`src/rtl/bitclk_pkg.sv`:
```
package bitclk_pkg;
  // Strobes from control to datapath
  typedef struct packed {
    logic clear;   // port disabled: reload counters, idle output
    logic toggle;  // both stages wrapped: invert bit clock
  } bitclk_strobe_t;
endpackage

```
`src/rtl/bitclk_stage.sv`:
```
module bitclk_stage #(
  parameter int W = 8
) (
  input  logic         clk,
  input  logic         rst_n,
  input  logic         clear,
  input  logic         advance,
  input  logic [W-1:0] limit,
  output logic         wrap
);
  logic [W-1:0] count;

  assign wrap = advance && (count == limit);

  always_ff @(posedge clk or negedge rst_n) begin
    if (!rst_n) begin
      count <= '0;
    end else if (clear) begin
      count <= '0;
    end else if (advance) begin
      if (wrap) count <= '0;
      else      count <= count + 1'b1;
    end
  end
endmodule

```
`src/rtl/bitclk_ctrl.sv`:
```
module bitclk_ctrl
  import bitclk_pkg::*;
#(
  parameter int HALF_W = 7,
  parameter int RATE_W = 8
) (
  input  logic              clk,
  input  logic              rst_n,
  input  logic              portEnable,
  input  logic [HALF_W-1:0] halfLimit,
  input  logic [RATE_W-1:0] rateLimit,
  output bitclk_strobe_t    ctl
);
  localparam int NUM_STAGES = 2;

  logic [NUM_STAGES:0] stageAdv;
  logic                stopAll;

  assign stopAll     = !portEnable;
  assign stageAdv[0] = portEnable;

  generate
    for (genvar g = 0; g < NUM_STAGES; g++) begin : g_stage
      if (g == 0) begin : g_pre
        bitclk_stage #(.W(HALF_W)) u_stage (
          .clk(clk), .rst_n(rst_n), .clear(stopAll),
          .advance(stageAdv[g]), .limit(halfLimit), .wrap(stageAdv[g+1])
        );
      end else begin : g_rate
        bitclk_stage #(.W(RATE_W)) u_stage (
          .clk(clk), .rst_n(rst_n), .clear(stopAll),
          .advance(stageAdv[g]), .limit(rateLimit), .wrap(stageAdv[g+1])
        );
      end
    end
  endgenerate

  always_comb begin
    ctl        = '0;
    ctl.clear  = stopAll;
    ctl.toggle = stageAdv[NUM_STAGES];
  end
endmodule

```
`src/rtl/bitclk_datapath.sv`:
```
module bitclk_datapath
  import bitclk_pkg::*;
#(
  parameter int PS_W   = 8,
  parameter int RATE_W = 8
) (
  input  logic              clk,
  input  logic              rst_n,
  input  logic              psWrEn,
  input  logic [PS_W-1:0]   psWrData,
  input  logic [RATE_W-1:0] rateIn,
  input  logic              idlePol,
  input  bitclk_strobe_t    ctl,
  output logic [PS_W-1:0]   psRdData,
  output logic [PS_W-2:0]   halfLimit,
  output logic [RATE_W-1:0] rateLimit,
  output logic              bitClk,
  output logic              riseStrobe,
  output logic              fallStrobe
);
  localparam int HALF_W = PS_W - 1;
  localparam logic [HALF_W-1:0] HALF_RESET = HALF_W'(1);

  logic [HALF_W-1:0] psHalfReg;   // programmed prescale / 2
  logic [HALF_W-1:0] halfAct;     // prescale / 2 in use
  logic [RATE_W-1:0] rateAct;
  logic              polAct;
  logic              clkQ;
  logic              riseQ;
  logic              fallQ;
  logic              boundary;
  logic              loadCfg;

  // Programmed register: bit 0 is not stored; zero half value is refused
  always_ff @(posedge clk or negedge rst_n) begin
    if (!rst_n) begin
      psHalfReg <= HALF_RESET;
    end else if (psWrEn && (psWrData[PS_W-1:1] != '0)) begin
      psHalfReg <= psWrData[PS_W-1:1];
    end
  end

  assign psRdData  = {psHalfReg, 1'b0};

  // Configuration is adopted when disabled or on the idle-returning toggle
  assign boundary = ctl.toggle && (clkQ != polAct);
  assign loadCfg  = ctl.clear || boundary;

  always_ff @(posedge clk or negedge rst_n) begin
    if (!rst_n) begin
      halfAct <= HALF_RESET;
      rateAct <= '0;
      polAct  <= 1'b0;
    end else if (loadCfg) begin
      halfAct <= psHalfReg;
      rateAct <= rateIn;
      polAct  <= idlePol;
    end
  end

  assign halfLimit = halfAct - 1'b1;
  assign rateLimit = rateAct;

  // Bit clock level and edge strobes
  always_ff @(posedge clk or negedge rst_n) begin
    if (!rst_n) begin
      clkQ  <= 1'b0;
      riseQ <= 1'b0;
      fallQ <= 1'b0;
    end else if (ctl.clear) begin
      clkQ  <= idlePol;
      riseQ <= 1'b0;
      fallQ <= 1'b0;
    end else begin
      riseQ <= ctl.toggle && !clkQ;
      fallQ <= ctl.toggle && clkQ;
      if (ctl.toggle) clkQ <= !clkQ;
    end
  end

  assign bitClk     = clkQ;
  assign riseStrobe = riseQ;
  assign fallStrobe = fallQ;
endmodule

```
`src/rtl/bitclk_gen.sv`:
```
module bitclk_gen
  import bitclk_pkg::*;
#(
  parameter int PS_W   = 8,
  parameter int RATE_W = 8
) (
  input  logic              clk,
  input  logic              rst_n,
  input  logic              psWrEn,
  input  logic [PS_W-1:0]   psWrData,
  output logic [PS_W-1:0]   psRdData,
  input  logic [RATE_W-1:0] rateIn,
  input  logic              idlePol,
  input  logic              portEnable,
  output logic              bitClk,
  output logic              riseStrobe,
  output logic              fallStrobe
);
  localparam int HALF_W = PS_W - 1;

  bitclk_strobe_t    ctl;
  logic [HALF_W-1:0] halfLimit;
  logic [RATE_W-1:0] rateLimit;

  bitclk_ctrl #(.HALF_W(HALF_W), .RATE_W(RATE_W)) u_ctrl (
    .clk(clk), .rst_n(rst_n), .portEnable(portEnable),
    .halfLimit(halfLimit), .rateLimit(rateLimit), .ctl(ctl)
  );

  bitclk_datapath #(.PS_W(PS_W), .RATE_W(RATE_W)) u_dp (
    .clk(clk), .rst_n(rst_n), .psWrEn(psWrEn), .psWrData(psWrData),
    .rateIn(rateIn), .idlePol(idlePol), .ctl(ctl),
    .psRdData(psRdData), .halfLimit(halfLimit), .rateLimit(rateLimit),
    .bitClk(bitClk), .riseStrobe(riseStrobe), .fallStrobe(fallStrobe)
  );
endmodule

```
`config.mk`:
```
export PLATFORM = sky130hd
export DESIGN_NAME = bitclk_gen
export DESIGN_NICKNAME = d
export VERILOG_FILES = /design/src/rtl/bitclk_pkg.sv /design/src/rtl/bitclk_stage.sv /design/src/rtl/bitclk_ctrl.sv /design/src/rtl/bitclk_datapath.sv /design/src/rtl/bitclk_gen.sv
export SDC_FILE = /design/constraint.sdc
export NUM_CORES = 1
export LEC_CHECK = 0
export BUFFER_PORTS_ARGS = -buffer_cell sky130_fd_sc_hd__buf_2
export CORE_UTILIZATION = 25
export CTS_CLUSTER_SIZE = 16
export DETAILED_ROUTE_END_ITERATION = 16
export PLACE_DENSITY = 0.44
export SYNTH_ARGS = -nofsm -noshare
export SYNTH_HDL_FRONTEND = slang
export SYNTH_SLANG_ARGS = --single-unit
```
`constraint.sdc`:
```
create_clock -name clk -period 2.9 [get_ports clk]
set_input_delay 0.58 -clock clk [delete_from_list [all_inputs] [get_ports clk]]
set_output_delay 0.58 -clock clk [all_outputs]
set_load 0.01 [all_outputs]
```
# Word-level counts from Yosys, hierarchy flattened
# Cells that the tools add are included.
# word_totals
register_bits,41
latch_bits,0
mem_bits_rw,0
mem_bits_ro,0
input_bits,21
out_inout_bits,11
word_cells,36
mem_count,0
# classes
n_addsub,3
multipliers,0
div,0
magnitude_cmp,0
eq_ne,5
shifts,0
muxes,9
bitwise_logic,0
reduce_logical,10
# ops
op,count
$mux 8,3
$mux 7,2
$add 8x1->8 const B,1
$eq 8x8->1,1
$add 7x1->7 const B,1
$eq 7x7->1,1
$reduce_bool 7->1,1
$sub 7x1->7 const B,1
$logic_and 1x1->1,6
$mux 1,4
$ne 2x1->1 const B,2
$logic_not 1->1,2
$logic_or 1x1->1,1
$ne 1x1->1,1

# Logic depth before layout (Yosys ltp)
# Gate-level depths: netlist of the first run.
# logic_depth
word_depth,7
ltp_mapped,9
mapped_depth_nobuf,8

# By module
# From an unflattened synthesis of the first run, not the netlist that was laid out.
# hier_totals
hier_cells,188
area_unflattened_um2,2092.0
# by_module_without_submodules
mod,instances,cells_each,area_each_um2,seq_area_each_um2
bitclk_datapath,1,85,1147.4,653.1
bitclk_stage at u_ctrl.g_stage[1].g_rate.u_stage,1,57,514.2,200.2
bitclk_stage at u_ctrl.g_stage[0].g_pre.u_stage,1,43,411.6,175.2
bitclk_ctrl,1,3,18.8,0.0

# Worst setup path after synthesis of the first run
# No wires, ideal clock.
# synth_timing
path_type,register to register
from,register u_dp.halfAct[0]
to,register u_dp.halfAct[5]
setup_ps,125
t_arrival_ps,2551
path_slack_ps,223
path_stages_with_launch,10
path_buffers,1
synth_period_minus_slack_ps,2677
path_cell_list,dfstp_2 inv_1 ha_1 nor2b_1 or3_1 a31oi_4 o211ai_4 o31ai_4 buf_12 mux2_4
# synth_via
elab_chain_len,6
# synth_rtl
item,line_no,text
"start, declared",bitclk_datapath.sv:25,logic [HALF_W-1:0] halfAct;
"start signal, assigned",bitclk_datapath.sv:55,halfAct <= psHalfReg;
$sub 7x1->7,bitclk_datapath.sv:61,assign halfLimit = halfAct - 1'b1;
$eq 7x7->1,bitclk_stage.sv:13,assign wrap = advance && (count == limit);
$logic_and 1x1->1 (2 in series),bitclk_stage.sv:13,
$logic_and 1x1->1,bitclk_datapath.sv:46,assign boundary = ctl.toggle && (clkQ != polAct);
$logic_or 1x1->1,bitclk_datapath.sv:47,assign loadCfg = ctl.clear || boundary;
# No other way between the ends.
# A chain may end at the register's enable or synchronous reset.

# Worst setup path after layout of the first run
# layout_timing
from,register u_dp.halfAct[0]
to,register u_dp.halfAct[4]
# The elaborated chain is that of the path after synthesis.

==> impl_summary.log, run 1 <==
INFO  metric cts_hold_buf = 0
INFO  metric tritoncts = yes
INFO  metric max-clock-path-buffers = 2
INFO  metric fp.coreArea = 8680 µm²
INFO  metric cts.root.buffer_cell = sky130_fd_sc_hd__clkbuf_8
INFO  metric drc = 0
INFO  metric htree_num_levels = 2
INFO  metric number_of_enable_type_register_cells_in_the_synthesized_netlist = 0
INFO  metric critical_path.slowest_cell = sky130_fd_sc_hd__dfstp_2
INFO  metric post_synth.cell_area_avg = 10.7 µm²
INFO  metric multi_input_area = 1130 µm²
INFO  metric setup.worst_path.end_class = register
INFO  metric first_global_vias = 1628
INFO  metric grt_setup_unrepaired = false
INFO  metric utilization = 30.4%
INFO  metric fillerInstances = 933
INFO  metric maxCapViolations = 0
INFO  metric drt_pass1_iterations = 3
INFO  metric number_of_different_library_cells_in_the_post_synthesis_netlist = 46
INFO  metric final_net_count = 267
INFO  metric timing.clock.skew = 0.00708 ns
INFO  metric power-per-cell-area = 555 nW/µm²
INFO  metric gp_congestion = 0.718
INFO  metric worst_slew_margin_rel = 39.8%
INFO  metric timing.critical_path.fanout_max = 15
INFO  metric dpl.hpwl = 3290 µm
INFO  metric fin_ws = 0.249 ns
INFO  metric hold_ws = 0.410 ns
INFO  metric grt_antenna_before_repair = 0
INFO  metric worstPathRequired = 3.08 ns
INFO  metric top_library_cells_by_usage_in_the_layout_fill_and_taps_aside = sky130_fd_sc_hd__dfrtp_1 (39), sky130_fd_sc_hd__nand2_1 (30), sky130_fd_sc_hd__buf_2 (29)
INFO  metric post_route_cells_drive_above_1_share = 27.0%
INFO  metric antenna_left = 0
INFO  metric grt_first_pass_wirelength = 8010 µm
INFO  metric die-height = 96.2 µm
INFO  metric status = finished clean
INFO  metric dieWidth = 96.2 µm
INFO  metric timing.critical_path.arrival = 2.83 ns
INFO  metric timing_hold_violations_final = 0
INFO  metric diodes = 0
INFO  metric synth-main-ff-cell = sky130_fd_sc_hd__dfrtp_1
INFO  metric floorplan.initialDensity = 25.6%
INFO  metric syn2layout_area_growth = 19.0%
INFO  metric slew_violations = 0
INFO  metric synth.yosys.warnings = 0
INFO  metric numPortBuffers = 29
INFO  metric critical_path.cell_chain = inv_1 -> ha_1 -> nor2b_1 -> or3_1 -> a31oi_4 -> o211ai_4 -> o31ai_4 -> buf_12 -> mux2_2
INFO  metric layout_commonest_cell = sky130_fd_sc_hd__dfrtp_1
INFO  metric design.portCount = 32
INFO  metric route.detailed.vias_per_inst = 4.55
INFO  metric clock_sink_count = 41
INFO  metric vias = 1603
INFO  metric placementRows = 34
INFO  metric max-vdd-ir-drop = 172 µV
INFO  metric worstMarginPinSlew = 0.902 ns
INFO  metric hp-class = input pin to async pin
INFO  metric clock.fmax = 377 MHz
INFO  metric total_cts_buffers = 5
INFO  metric synth.ff_latch_count = 41
INFO  metric dpl_worst_slack = 0.237 ns
INFO  metric postSynthNetCount = 232
INFO  metric drt_iter0_drc = 81
INFO  metric finalWirelength = 4480 µm
INFO  metric cellLeakagePower = 1.17 nW
INFO  metric critPathLaunchType = register
INFO  metric fp.dieArea = 9260 µm²
INFO  metric grt_max_degree = 42
INFO  metric post_synth_instance_area = 2220 µm²
INFO  metric grtUsageTotal = 11.4%
INFO  metric final_min_period_over_clock_period = 91.4%
INFO  metric clkSlewWorstSetupHoldPaths = 0.08 ns
INFO  metric layout_min_cycle_time = 2.65 ns
INFO  metric critPathMaxStageDelay = 0.53 ns
INFO  metric setup-violations-final = 0
INFO  metric final-seq-area = 1030 µm²
INFO  metric final_layout_setup_total_negative_slack = 0 ns
INFO  metric seq_area_frac_synth = 46.3%
INFO  metric post-cts-setup-buffers = 0
INFO  metric globalRoute.totalOverflow = 0
INFO  metric synth-async-reset-ratio = 100%
INFO  metric post_synth_inst_count = 208
INFO  metric post_drt_wl_per_cell = 12.7 µm
INFO  metric clock_latency = 0.30 ns
INFO  metric crit_type = register to register
INFO  metric total_of_cells_resized_after_clock_tree_synthesis = 0
metal layers:
metal | up-vias | global-route usage (%) | wire [µm]
li1 | 806 | - | -
met1 | 764 | 16.3 | 2380
met2 | 28 | 17.0 | 1890
met3 | 5 | 2.21 | 135
met4 | 0 | 4.10 | 76
met5 | - | 0 | 0
power breakdown:
| part | internal (mW) | leakage, nW | switching [mW] |
|---|---|---|---|
| registers | 0.618 | 0.518 | 0.0484 |
| logic | 0.131 | 0.582 | 0.123 |
| clock network | 0.342 | 0.0681 | 0.204 |
cells by family (layout without fill, tap and decap cells):
family / after synthesis / in the layout / synth area share [%]
compound gates: 29 / 29 / 10.4
xor+xnor: 21 / 21 / 8.91
fa+ha+maj: 3 / 3 / 1.69
buf+inv: 11 / 47 / 2.76
flops: 41 / 41 / 46.3
mux: 16 / 16 / 9.75
other cells: 1 / 1 / 0.169
simple gates: 86 / 86 / 20.0
final timing paths:
path,from,end,slack (ns),cells after the start
hold reg to reg,u_dp.psHalfReg[0],u_dp.psHalfReg[0],0.48,2
setup reg to reg,u_dp.halfAct[0],u_dp.halfAct[4],0.25,9
hold / removal,rst_n,u_dp.rateLimit[1],0.41,1
setup / recovery,u_dp.halfAct[0],u_dp.halfAct[4],0.25,9
min in group clk,psWrData[1],u_dp.psHalfReg[0],0.48,3
max in group asynchronous,rst_n,u_ctrl.g_stage[0].g_pre.u_stage.count[2],1.93,1
cell type report:
type,instances,share of cell area (%)
Clock buffer,5,2.61
Clock inverter,3,2.46
Inverter,5,0.711
Multi-Input combinational cell,156,42.8
Sequential cell,41,38.9
Tap cell,108,5.12
Timing Repair Buffer,34,7.39
critical path: cells and delay by family (launching register included):
kind / cells / cell delay, ns
AO/OA/AOI/OAI: 3 / 0.61
adder cells (fa/ha/maj): 1 / 0.27
AND/OR/NAND/NOR: 2 / 0.50
multiplexers: 1 / 0.34
buffers and inverters: 2 / 0.25
flip-flops: 1 / 0.53
cells in the mapped netlist (2+ instances only):
library cell / number / area (µm²)
sky130_fd_sc_hd__o2111ai_1: 2 / 17.5
sky130_fd_sc_hd__clkbuf_1: 3 / 11.3
sky130_fd_sc_hd__nand4_1: 3 / 18.8
sky130_fd_sc_hd__inv_1: 5 / 18.8
sky130_fd_sc_hd__nor2_1: 13 / 48.8
sky130_fd_sc_hd__and3_1: 3 / 18.8
sky130_fd_sc_hd__nor3_1: 5 / 25.0
sky130_fd_sc_hd__nor2b_1: 3 / 18.8
sky130_fd_sc_hd__ha_1: 3 / 37.5
sky130_fd_sc_hd__a21oi_1: 8 / 40.0
sky130_fd_sc_hd__or3_1: 5 / 31.3
sky130_fd_sc_hd__xor2_1: 4 / 35.0
sky130_fd_sc_hd__or4b_1: 2 / 20.0
sky130_fd_sc_hd__o31ai_1: 2 / 15.0
sky130_fd_sc_hd__mux2_4: 10 / 150
sky130_fd_sc_hd__dfrtp_1: 39 / 976
sky130_fd_sc_hd__and2_1: 2 / 12.5
sky130_fd_sc_hd__or4_1: 4 / 30.0
sky130_fd_sc_hd__xnor2_1: 16 / 140
sky130_fd_sc_hd__dfstp_2: 2 / 52.6
sky130_fd_sc_hd__o21ai_0: 6 / 30.0
sky130_fd_sc_hd__mux2_2: 5 / 56.3
sky130_fd_sc_hd__nand2_1: 30 / 113
sky130_fd_sc_hd__a31oi_1: 2 / 12.5
sky130_fd_sc_hd__nand3_1: 10 / 50.1
registers in the layout (all words and copies together), names as in the netlist:
signal / flops
u_ctrl.g_stage.g_pre.u_stage.count: 7
u_ctrl.g_stage.g_rate.u_stage.count: 8
u_dp.bitClk: 1
u_dp.fallStrobe: 1
u_dp.halfAct: 7
u_dp.polAct: 1
u_dp.psHalfReg: 7
u_dp.rateLimit: 8
u_dp.riseStrobe: 1
metrics by stage:
step / cells / total power [mW] / instance area (µm²)
6_report: 352 / 1.47 / 2640
5_1_grt: 352 / 1.55 / 2640
4_1_cts: 352 / 1.49 / 2640
3_3_place_gp: 344 / 0.935 / 2510
2_1_floorplan: 208 / 0.855 / 2220
3_5_place_dp: 344 / 0.936 / 2510
No activity file was read; power rests on OpenSTA's default activity.
==> run 2: changes to the inputs <==
--- a/config.mk
+++ b/config.mk
@@ -9,6 +9,7 @@
 export CORE_UTILIZATION = 25
 export CTS_CLUSTER_SIZE = 16
 export DETAILED_ROUTE_END_ITERATION = 16
+export GPL_TIMING_DRIVEN = 0
 export PLACE_DENSITY = 0.44
 export SYNTH_ARGS = -nofsm -noshare
 export SYNTH_HDL_FRONTEND = slang
==> impl_summary.log, run 2 (same netlist as run 1, synthesis figures left out) <==
INFO  metric clock_latency = 0.30 ns (about the same)
INFO  metric final_min_period_over_clock_period = 94.2% (was 91.4%)
INFO  metric htree_num_levels = 2 (unchanged)
INFO  metric clockPowerShare = 37.5% (was 37.2%)
INFO  metric post-place-cells = 343 (was 344)
INFO  metric p_comb_share = 17.4% (was 17.3%)
INFO  metric p_sw_share = 26.0% (was 25.6%)
INFO  metric power-per-cell-area = 558 nW/µm² (was 555 nW/µm²)
INFO  metric status = finished clean (unchanged)
INFO  metric first_global_vias = 1480 (was 1628)
INFO  metric net_switching_power_figure = 0.384 mW (was 0.375 mW)
INFO  metric fp.dieArea = 9260 µm² (unchanged)
INFO  metric gp_congestion = 0.681 (was 0.718)
INFO  metric antenna_left = 0 (unchanged)
INFO  metric die-height = 96.2 µm (unchanged)
INFO  metric tritoncts = yes (unchanged)
INFO  metric met1_length = 2410 µm (was 2380 µm)
INFO  metric fillerInstances = 921 (was 933)
INFO  metric cellLeakagePower = 1.17 nW (about the same)
INFO  metric placementRows = 34 (unchanged)
INFO  metric floorplan.initialDensity = 25.6% (unchanged)
INFO  metric grt_antenna_before_repair = 0 (unchanged)
INFO  metric maxCapViolations = 0 (unchanged)
INFO  metric final-seq-area = 1030 µm² (unchanged)
INFO  metric slew_violations = 0 (unchanged)
INFO  metric timing.critical_path.arrival = 2.92 ns (was 2.83 ns)
INFO  metric final_layout_setup_total_negative_slack = 0 ns (unchanged)
INFO  metric worstPathRequired = 3.09 ns (was 3.08 ns)
INFO  metric vias = 1588 (was 1603)
INFO  metric layout_min_cycle_time = 2.73 ns (was 2.65 ns)
INFO  metric drt_pass1_iterations = 4 (was 3)
INFO  metric total_cts_buffers = 5 (unchanged)
INFO  metric timing.clock.skew = 0.00419 ns (was 0.00708 ns)
INFO  metric worstMarginPinSlew = 1.11 ns (was 0.902 ns)
INFO  metric multi_input_area = 1130 µm² (about the same)
INFO  metric cts_hold_buf = 0 (unchanged)
INFO  metric fp.coreArea = 8680 µm² (unchanged)
INFO  metric grtUsageTotal = 10.9% (was 11.4%)
INFO  metric post_route_cells_drive_above_1_share = 26.4% (was 27.0%)
INFO  metric post_drt_wl_per_cell = 12.6 µm (was 12.7 µm)
INFO  metric route.detailed.vias_per_inst = 4.49 (was 4.55)
INFO  metric globalRoute.totalOverflow = 0 (unchanged)
INFO  metric clock_sink_count = 41 (unchanged)
INFO  metric diodes = 0 (unchanged)
INFO  metric numPortBuffers = 27 (was 29)
INFO  metric top_layer_used = met4 (unchanged)
INFO  metric max-vdd-ir-drop = 147 µV (was 172 µV)
INFO  metric grt_max_degree = 42 (unchanged)
INFO  metric setup-violations-final = 0 (unchanged)
INFO  metric rr_worst_depth = 9 (unchanged)
INFO  metric dieWidth = 96.2 µm (unchanged)
INFO  metric final-instance-count-excl-fill = 354 (was 352)
INFO  metric timing_hold_violations_final = 0 (unchanged)
INFO  metric grt_setup_unrepaired = false (unchanged)
INFO  metric grt_first_pass_wirelength = 7650 µm (was 8010 µm)
INFO  metric worst_setup_path_startpoint = u_dp.halfAct[0] (unchanged)
INFO  metric dpl.hpwl = 3250 µm (was 3290 µm)
INFO  metric finalWirelength = 4460 µm (was 4480 µm)
INFO  metric setup.worst_path.end_class = register (unchanged)
INFO  metric top_library_cells_by_usage_in_the_layout_fill_and_taps_aside = sky130_fd_sc_hd__dfrtp_1 (39), sky130_fd_sc_hd__nand2_1 (30), sky130_fd_sc_hd__buf_2 (27) (was sky130_fd_sc_hd__dfrtp_1 (39), sky130_fd_sc_hd__nand2_1 (30), sky130_fd_sc_hd__buf_2 (29))
INFO  metric setup.worst_path.end = u_dp.halfAct[4] (unchanged)
INFO  metric cell_internal_pwr = 1.09 mW (about the same)
INFO  metric worst_r2r_startpoint = u_dp.halfAct[0] (unchanged)
INFO  metric clkSlewWorstSetupHoldPaths = 0.08 ns (about the same)
INFO  metric design.portCount = 32 (unchanged)
INFO  metric worst_slew_margin_rel = 24.9% (was 39.8%)
INFO  metric layout_commonest_cell = sky130_fd_sc_hd__dfrtp_1 (unchanged)
INFO  metric critPathLaunchType = register (unchanged)
INFO  metric met3RoutedLength = 166 µm (was 135 µm)
INFO  metric clock.fmax = 366 MHz (was 377 MHz)
INFO  metric syn2layout_area_growth = 19.3% (was 19.0%)
INFO  metric cts.root.buffer_cell = sky130_fd_sc_hd__clkbuf_8 (unchanged)
INFO  metric drt_iter0_drc = 60 (was 81)
INFO  metric timing.critical_path.fanout_max = 8 (was 15)
INFO  metric ff2ff_setup_slack = 0.17 ns (was 0.25 ns)
INFO  metric final_net_count = 269 (was 267)
INFO  metric max-clock-path-buffers = 2 (unchanged)
INFO  metric crit_type = register to register (unchanged)
INFO  metric dr_wl_met2 = 1820 µm (was 1890 µm)
INFO  metric hp-class = input pin to async pin (unchanged)
INFO  metric drc = 0 (unchanged)
INFO  metric power.sequential.fraction = 45.1% (was 45.4%)
INFO  metric reg2reg_to = u_dp.halfAct[4] (unchanged)
==> run 2: changes by cell type in the layout (fill, tap and decap cells not counted) <==
cell	delta
sky130_fd_sc_hd__buf_1	+1
sky130_fd_sc_hd__buf_2	-2
sky130_fd_sc_hd__clkbuf_1	+3
sky130_fd_sc_hd__ha_1	-1
sky130_fd_sc_hd__ha_2	+1
==> run 2: final cells by class <==
| class | count | share of cell area [%] |
|---|---|---|
| timing repair buffer | 30 | 5.95 |
| sequential | 41 | 38.8 |
| clock buffer | 5 | 2.60 |
| multi-input combinational | 156 | 42.7 |
| inverter | 5 | 0.709 |
| buffer | 6 | 1.61 |
| clock inverter | 3 | 2.46 |
| tap | 108 | 5.10 |
==> run 2: critical path, cell delays in order, from the launching register on <==
cell                       delay, ns
sky130_fd_sc_hd__dfstp_2        0.58
sky130_fd_sc_hd__inv_1          0.07
sky130_fd_sc_hd__ha_2           0.23
sky130_fd_sc_hd__nor2b_1        0.13
sky130_fd_sc_hd__or3_1          0.35
sky130_fd_sc_hd__a31oi_4        0.22
sky130_fd_sc_hd__o211ai_4       0.16
sky130_fd_sc_hd__o31ai_4        0.35
sky130_fd_sc_hd__buf_4          0.21
sky130_fd_sc_hd__mux2_2         0.33
==> run 2: how the worst min path moves through the flow <==
stage,startpoint,end,slack [ns],cells past startpoint
after CTS,rst_n,u_dp.psHalfReg[6],0.45,1
final,rst_n,u_dp.rateLimit[1],0.41,1
after detailed placement,u_dp.psHalfReg[0],u_dp.psHalfReg[0],0.47,2
after global placement,u_dp.psHalfReg[0],u_dp.psHalfReg[0],0.47,2
after floorplan,rst_n,u_ctrl.g_stage[0].g_pre.u_stage.count[0],0.28,0
after global routing,psWrData[1],u_dp.psHalfReg[0],0.47,3
==> run 2: repair_timing <==
action / CTS / global route
pin swaps: 1 / 1
resized for setup: 0 / 1
buffers inserted: 1 / 2
endpoints found under the setup margin: 11 / 14
==> run 2: routing by layer <==
layer	up-vias	global-route usage [%]
met5	-	0
met2	32	14.4
met4	0	3.73
li1	811	-
met1	740	16.8
met3	5	2.76
==> run 2: through the flow <==
stage | total power, mW | hold WS, ns | instance area, µm² | util (%) | worst slack, ns
2_1_floorplan | 0.855 | 0.284 | 2220 | - | 0.223
3_3_place_gp | 0.929 | 0.473 | 2490 | 28.7 | -0.120
3_5_place_dp | 0.930 | 0.474 | 2490 | 28.7 | -0.110
4_1_cts | 1.49 | 0.453 | 2630 | 30.3 | 0.0655
5_1_grt | 1.56 | 0.472 | 2650 | 30.5 | 0.0297
6_report | 1.48 | 0.412 | 2650 | 30.5 | 0.168
==> run 2: power by group through the flow <==
stage	Sequential [mW]	Combinational, mW	Clock, mW
floorplan	0.669	0.186	0
global placement	0.679	0.250	0
detailed placement	0.679	0.251	0
CTS	0.668	0.253	0.569
global route	0.675	0.288	0.596
finish	0.665	0.257	0.554
==> run 3: changes to the inputs <==
--- a/config.mk
+++ b/config.mk
@@ -10,7 +10,7 @@
 export CTS_CLUSTER_SIZE = 16
 export DETAILED_ROUTE_END_ITERATION = 16
 export GPL_TIMING_DRIVEN = 0
-export PLACE_DENSITY = 0.44
+export PLACE_DENSITY_LB_ADDON = 0.25
 export SYNTH_ARGS = -nofsm -noshare
 export SYNTH_HDL_FRONTEND = slang
 export SYNTH_SLANG_ARGS = --single-unit
==> impl_summary.log, run 3 (same netlist as run 1, synthesis figures left out) <==
INFO  metric die-height = 96.2 µm (unchanged)
INFO  metric met3RoutedLength = 208 µm (was 166 µm)
INFO  metric worst_slew_margin_rel = 28.0% (was 24.9%)
INFO  metric met1_length = 2410 µm (about the same)
INFO  metric slew_violations = 0 (unchanged)
INFO  metric htree_num_levels = 2 (unchanged)
INFO  metric numPortBuffers = 27 (unchanged)
INFO  metric drc = 0 (unchanged)
INFO  metric critPathLaunchType = register (unchanged)
INFO  metric antenna_left = 0 (unchanged)
INFO  metric clock.fmax = 362 MHz (was 366 MHz)
INFO  metric post_route_cells_drive_above_1_share = 26.3% (was 26.4%)
INFO  metric drt_pass1_iterations = 4 (unchanged)
INFO  metric worstMarginPinSlew = 1.07 ns (was 1.11 ns)
INFO  metric grt_setup_unrepaired = false (unchanged)
INFO  metric max-vdd-ir-drop = 175 µV (was 147 µV)
INFO  metric dr_wl_met2 = 1900 µm (was 1820 µm)
INFO  metric final_min_period_over_clock_period = 95.2% (was 94.2%)
INFO  metric grt_antenna_before_repair = 0 (unchanged)
INFO  metric first_global_vias = 1555 (was 1480)
INFO  metric critical_path.cell_chain = inv_1 -> ha_2 -> nor2b_1 -> or3_1 -> a31oi_4 -> o211ai_4 -> o31ai_4 -> buf_6 -> mux2_2 (was inv_1 -> ha_2 -> nor2b_1 -> or3_1 -> a31oi_4 -> o211ai_4 -> o31ai_4 -> buf_4 -> mux2_2)
INFO  metric critPathMaxStageDelay = 0.59 ns (was 0.58 ns)
INFO  metric cellLeakagePower = 1.16 nW (was 1.17 nW)
INFO  metric grt_first_pass_wirelength = 7790 µm (was 7650 µm)
INFO  metric timing.critical_path.fanout_max = 8 (unchanged)
INFO  metric crit_type = register to register (unchanged)
INFO  metric cts_hold_buf = 0 (unchanged)
INFO  metric globalRoute.totalOverflow = 0 (unchanged)
INFO  metric layout_commonest_cell = sky130_fd_sc_hd__dfrtp_1 (unchanged)
INFO  metric cts.root.buffer_cell = sky130_fd_sc_hd__clkbuf_8 (unchanged)
INFO  metric timing_hold_violations_final = 0 (unchanged)
INFO  metric hp-class = input pin to async pin (unchanged)
INFO  metric dpl_worst_slack = -0.0927 ns (was -0.110 ns)
INFO  metric fp.coreArea = 8680 µm² (unchanged)
INFO  metric setup.worst_path.end_class = register (unchanged)
INFO  metric floorplan.initialDensity = 25.6% (unchanged)
INFO  metric critical_path.slowest_cell = sky130_fd_sc_hd__dfstp_2 (unchanged)
INFO  metric crit_buf_inv = 2 (unchanged)
INFO  metric drt_iter0_drc = 58 (was 60)
INFO  metric placementRows = 34 (unchanged)
INFO  metric max-clock-path-buffers = 2 (unchanged)
INFO  metric fin_ws = 0.138 ns (was 0.168 ns)
INFO  metric top_layer_used = met4 (unchanged)
INFO  metric tritoncts = yes (unchanged)
INFO  metric status = finished clean (unchanged)
INFO  metric top_library_cells_by_usage_in_the_layout_fill_and_taps_aside = sky130_fd_sc_hd__dfrtp_1 (39), sky130_fd_sc_hd__nand2_1 (30), sky130_fd_sc_hd__buf_2 (27) (unchanged)
INFO  metric utilization = 30.4% (was 30.5%)
INFO  metric clock_latency = 0.29 ns (was 0.30 ns)
INFO  metric layout.cell_area.non_filler = 2640 µm² (was 2650 µm²)
INFO  metric grtUsageTotal = 11.0% (was 10.9%)
INFO  metric diodes = 0 (unchanged)
INFO  metric final_layout_setup_total_negative_slack = 0 ns (unchanged)
INFO  metric critical-path-top-delay-family = compound AO/OA/AOI/OAI gates (unchanged)
INFO  metric total_cts_buffers = 5 (unchanged)
INFO  metric setup-violations-final = 0 (unchanged)
INFO  metric finalWirelength = 4590 µm (was 4460 µm)
INFO  metric layout_min_cycle_time = 2.76 ns (was 2.73 ns)
INFO  metric ff2ff_setup_slack = 0.14 ns (was 0.17 ns)
INFO  metric timing.critical_path.arrival = 2.94 ns (was 2.92 ns)
INFO  metric worstPathRequired = 3.08 ns (was 3.09 ns)
INFO  metric vias = 1624 (was 1588)
INFO  metric power-per-cell-area = 534 nW/µm² (was 558 nW/µm²)
INFO  metric clkSlewWorstSetupHoldPaths = 0.08 ns (about the same)
INFO  metric final_net_count = 270 (was 269)
INFO  metric grt_max_degree = 42 (unchanged)
INFO  metric placed_area = 2490 µm² (unchanged)
INFO  metric design.portCount = 32 (unchanged)
INFO  metric clock_sink_count = 41 (unchanged)
INFO  metric route.detailed.vias_per_inst = 4.57 (was 4.49)
INFO  metric dieWidth = 96.2 µm (unchanged)
INFO  metric maxCapViolations = 0 (unchanged)
INFO  metric gp_congestion = 0.741 (was 0.681)
INFO  metric post_drt_wl_per_cell = 12.9 µm (was 12.6 µm)
INFO  metric fp.dieArea = 9260 µm² (unchanged)
INFO  metric syn2layout_area_growth = 19.1% (was 19.3%)
INFO  metric timing.clock.skew = 0.00843 ns (was 0.00419 ns)
INFO  metric dpl.hpwl = 3290 µm (was 3250 µm)
run 3: worst reg2reg max path: stages (launching register included):
cell and delay, ns:
sky130_fd_sc_hd__dfstp_2 0.59, sky130_fd_sc_hd__inv_1 0.07, sky130_fd_sc_hd__ha_2 0.23, sky130_fd_sc_hd__nor2b_1 0.13
sky130_fd_sc_hd__or3_1 0.35, sky130_fd_sc_hd__a31oi_4 0.27, sky130_fd_sc_hd__o211ai_4 0.16, sky130_fd_sc_hd__o31ai_4 0.35
sky130_fd_sc_hd__buf_6 0.17, sky130_fd_sc_hd__mux2_2 0.33
run 3: report_power, final:
part	switching, mW	total (mW)	internal [mW]
registers	0.0488	0.667	0.618
clock network	0.199	0.480	0.281
logic	0.127	0.265	0.138
run 3: final timing paths:
kind | startpoint | endpoint | cells past startpoint
max | u_dp.halfAct[0] | u_dp.halfAct[2] | 9
min | rst_n | u_dp.rateLimit[1] | 1
max reg2reg | u_dp.halfAct[0] | u_dp.halfAct[2] | 9
min reg2reg | u_dp.psHalfReg[0] | u_dp.psHalfReg[0] | 2
max in group asynchronous | rst_n | u_ctrl.g_stage[0].g_pre.u_stage.count[4] | 1
min in group clk | u_dp.psHalfReg[0] | u_dp.psHalfReg[0] | 2
run 3: layout make-up:
cell class | instances | area (µm²)
fill | 931 | 6040
tap | 108 | 135
multi-input combinational | 156 | 1130
clock inverter | 1 | 30.0
sequential | 41 | 1030
timing repair buffer | 31 | 169
clock buffer | 7 | 86.3
buffer | 6 | 42.5
inverter | 5 | 18.8
run 3: layer usage:
metal / vias up / global-route usage [%]
li1: 812 / -
met1: 767 / 16.1
met2: 40 / 15.8
met3: 5 / 2.21
met4: 0 / 4.10
met5: - / 0
run 3: per-stage QoR:
step | hold slack, ns | total power [mW] | instances
after floorplan | 0.284 | 0.855 | 208
after global placement | 0.471 | 0.926 | 343
after detailed placement | 0.469 | 0.931 | 343
after CTS | 0.462 | 1.43 | 352
after global routing | 0.476 | 1.50 | 355
final | 0.430 | 1.41 | 355
run 3: timing repair:
| action | CTS | global route |
|---|---|---|
| setup endpoints to repair | 10 | 2 |
| setup buffers | 1 | 3 |
| gates resized for setup | 0 | 2 |
| pin swaps | 1 | 2 |
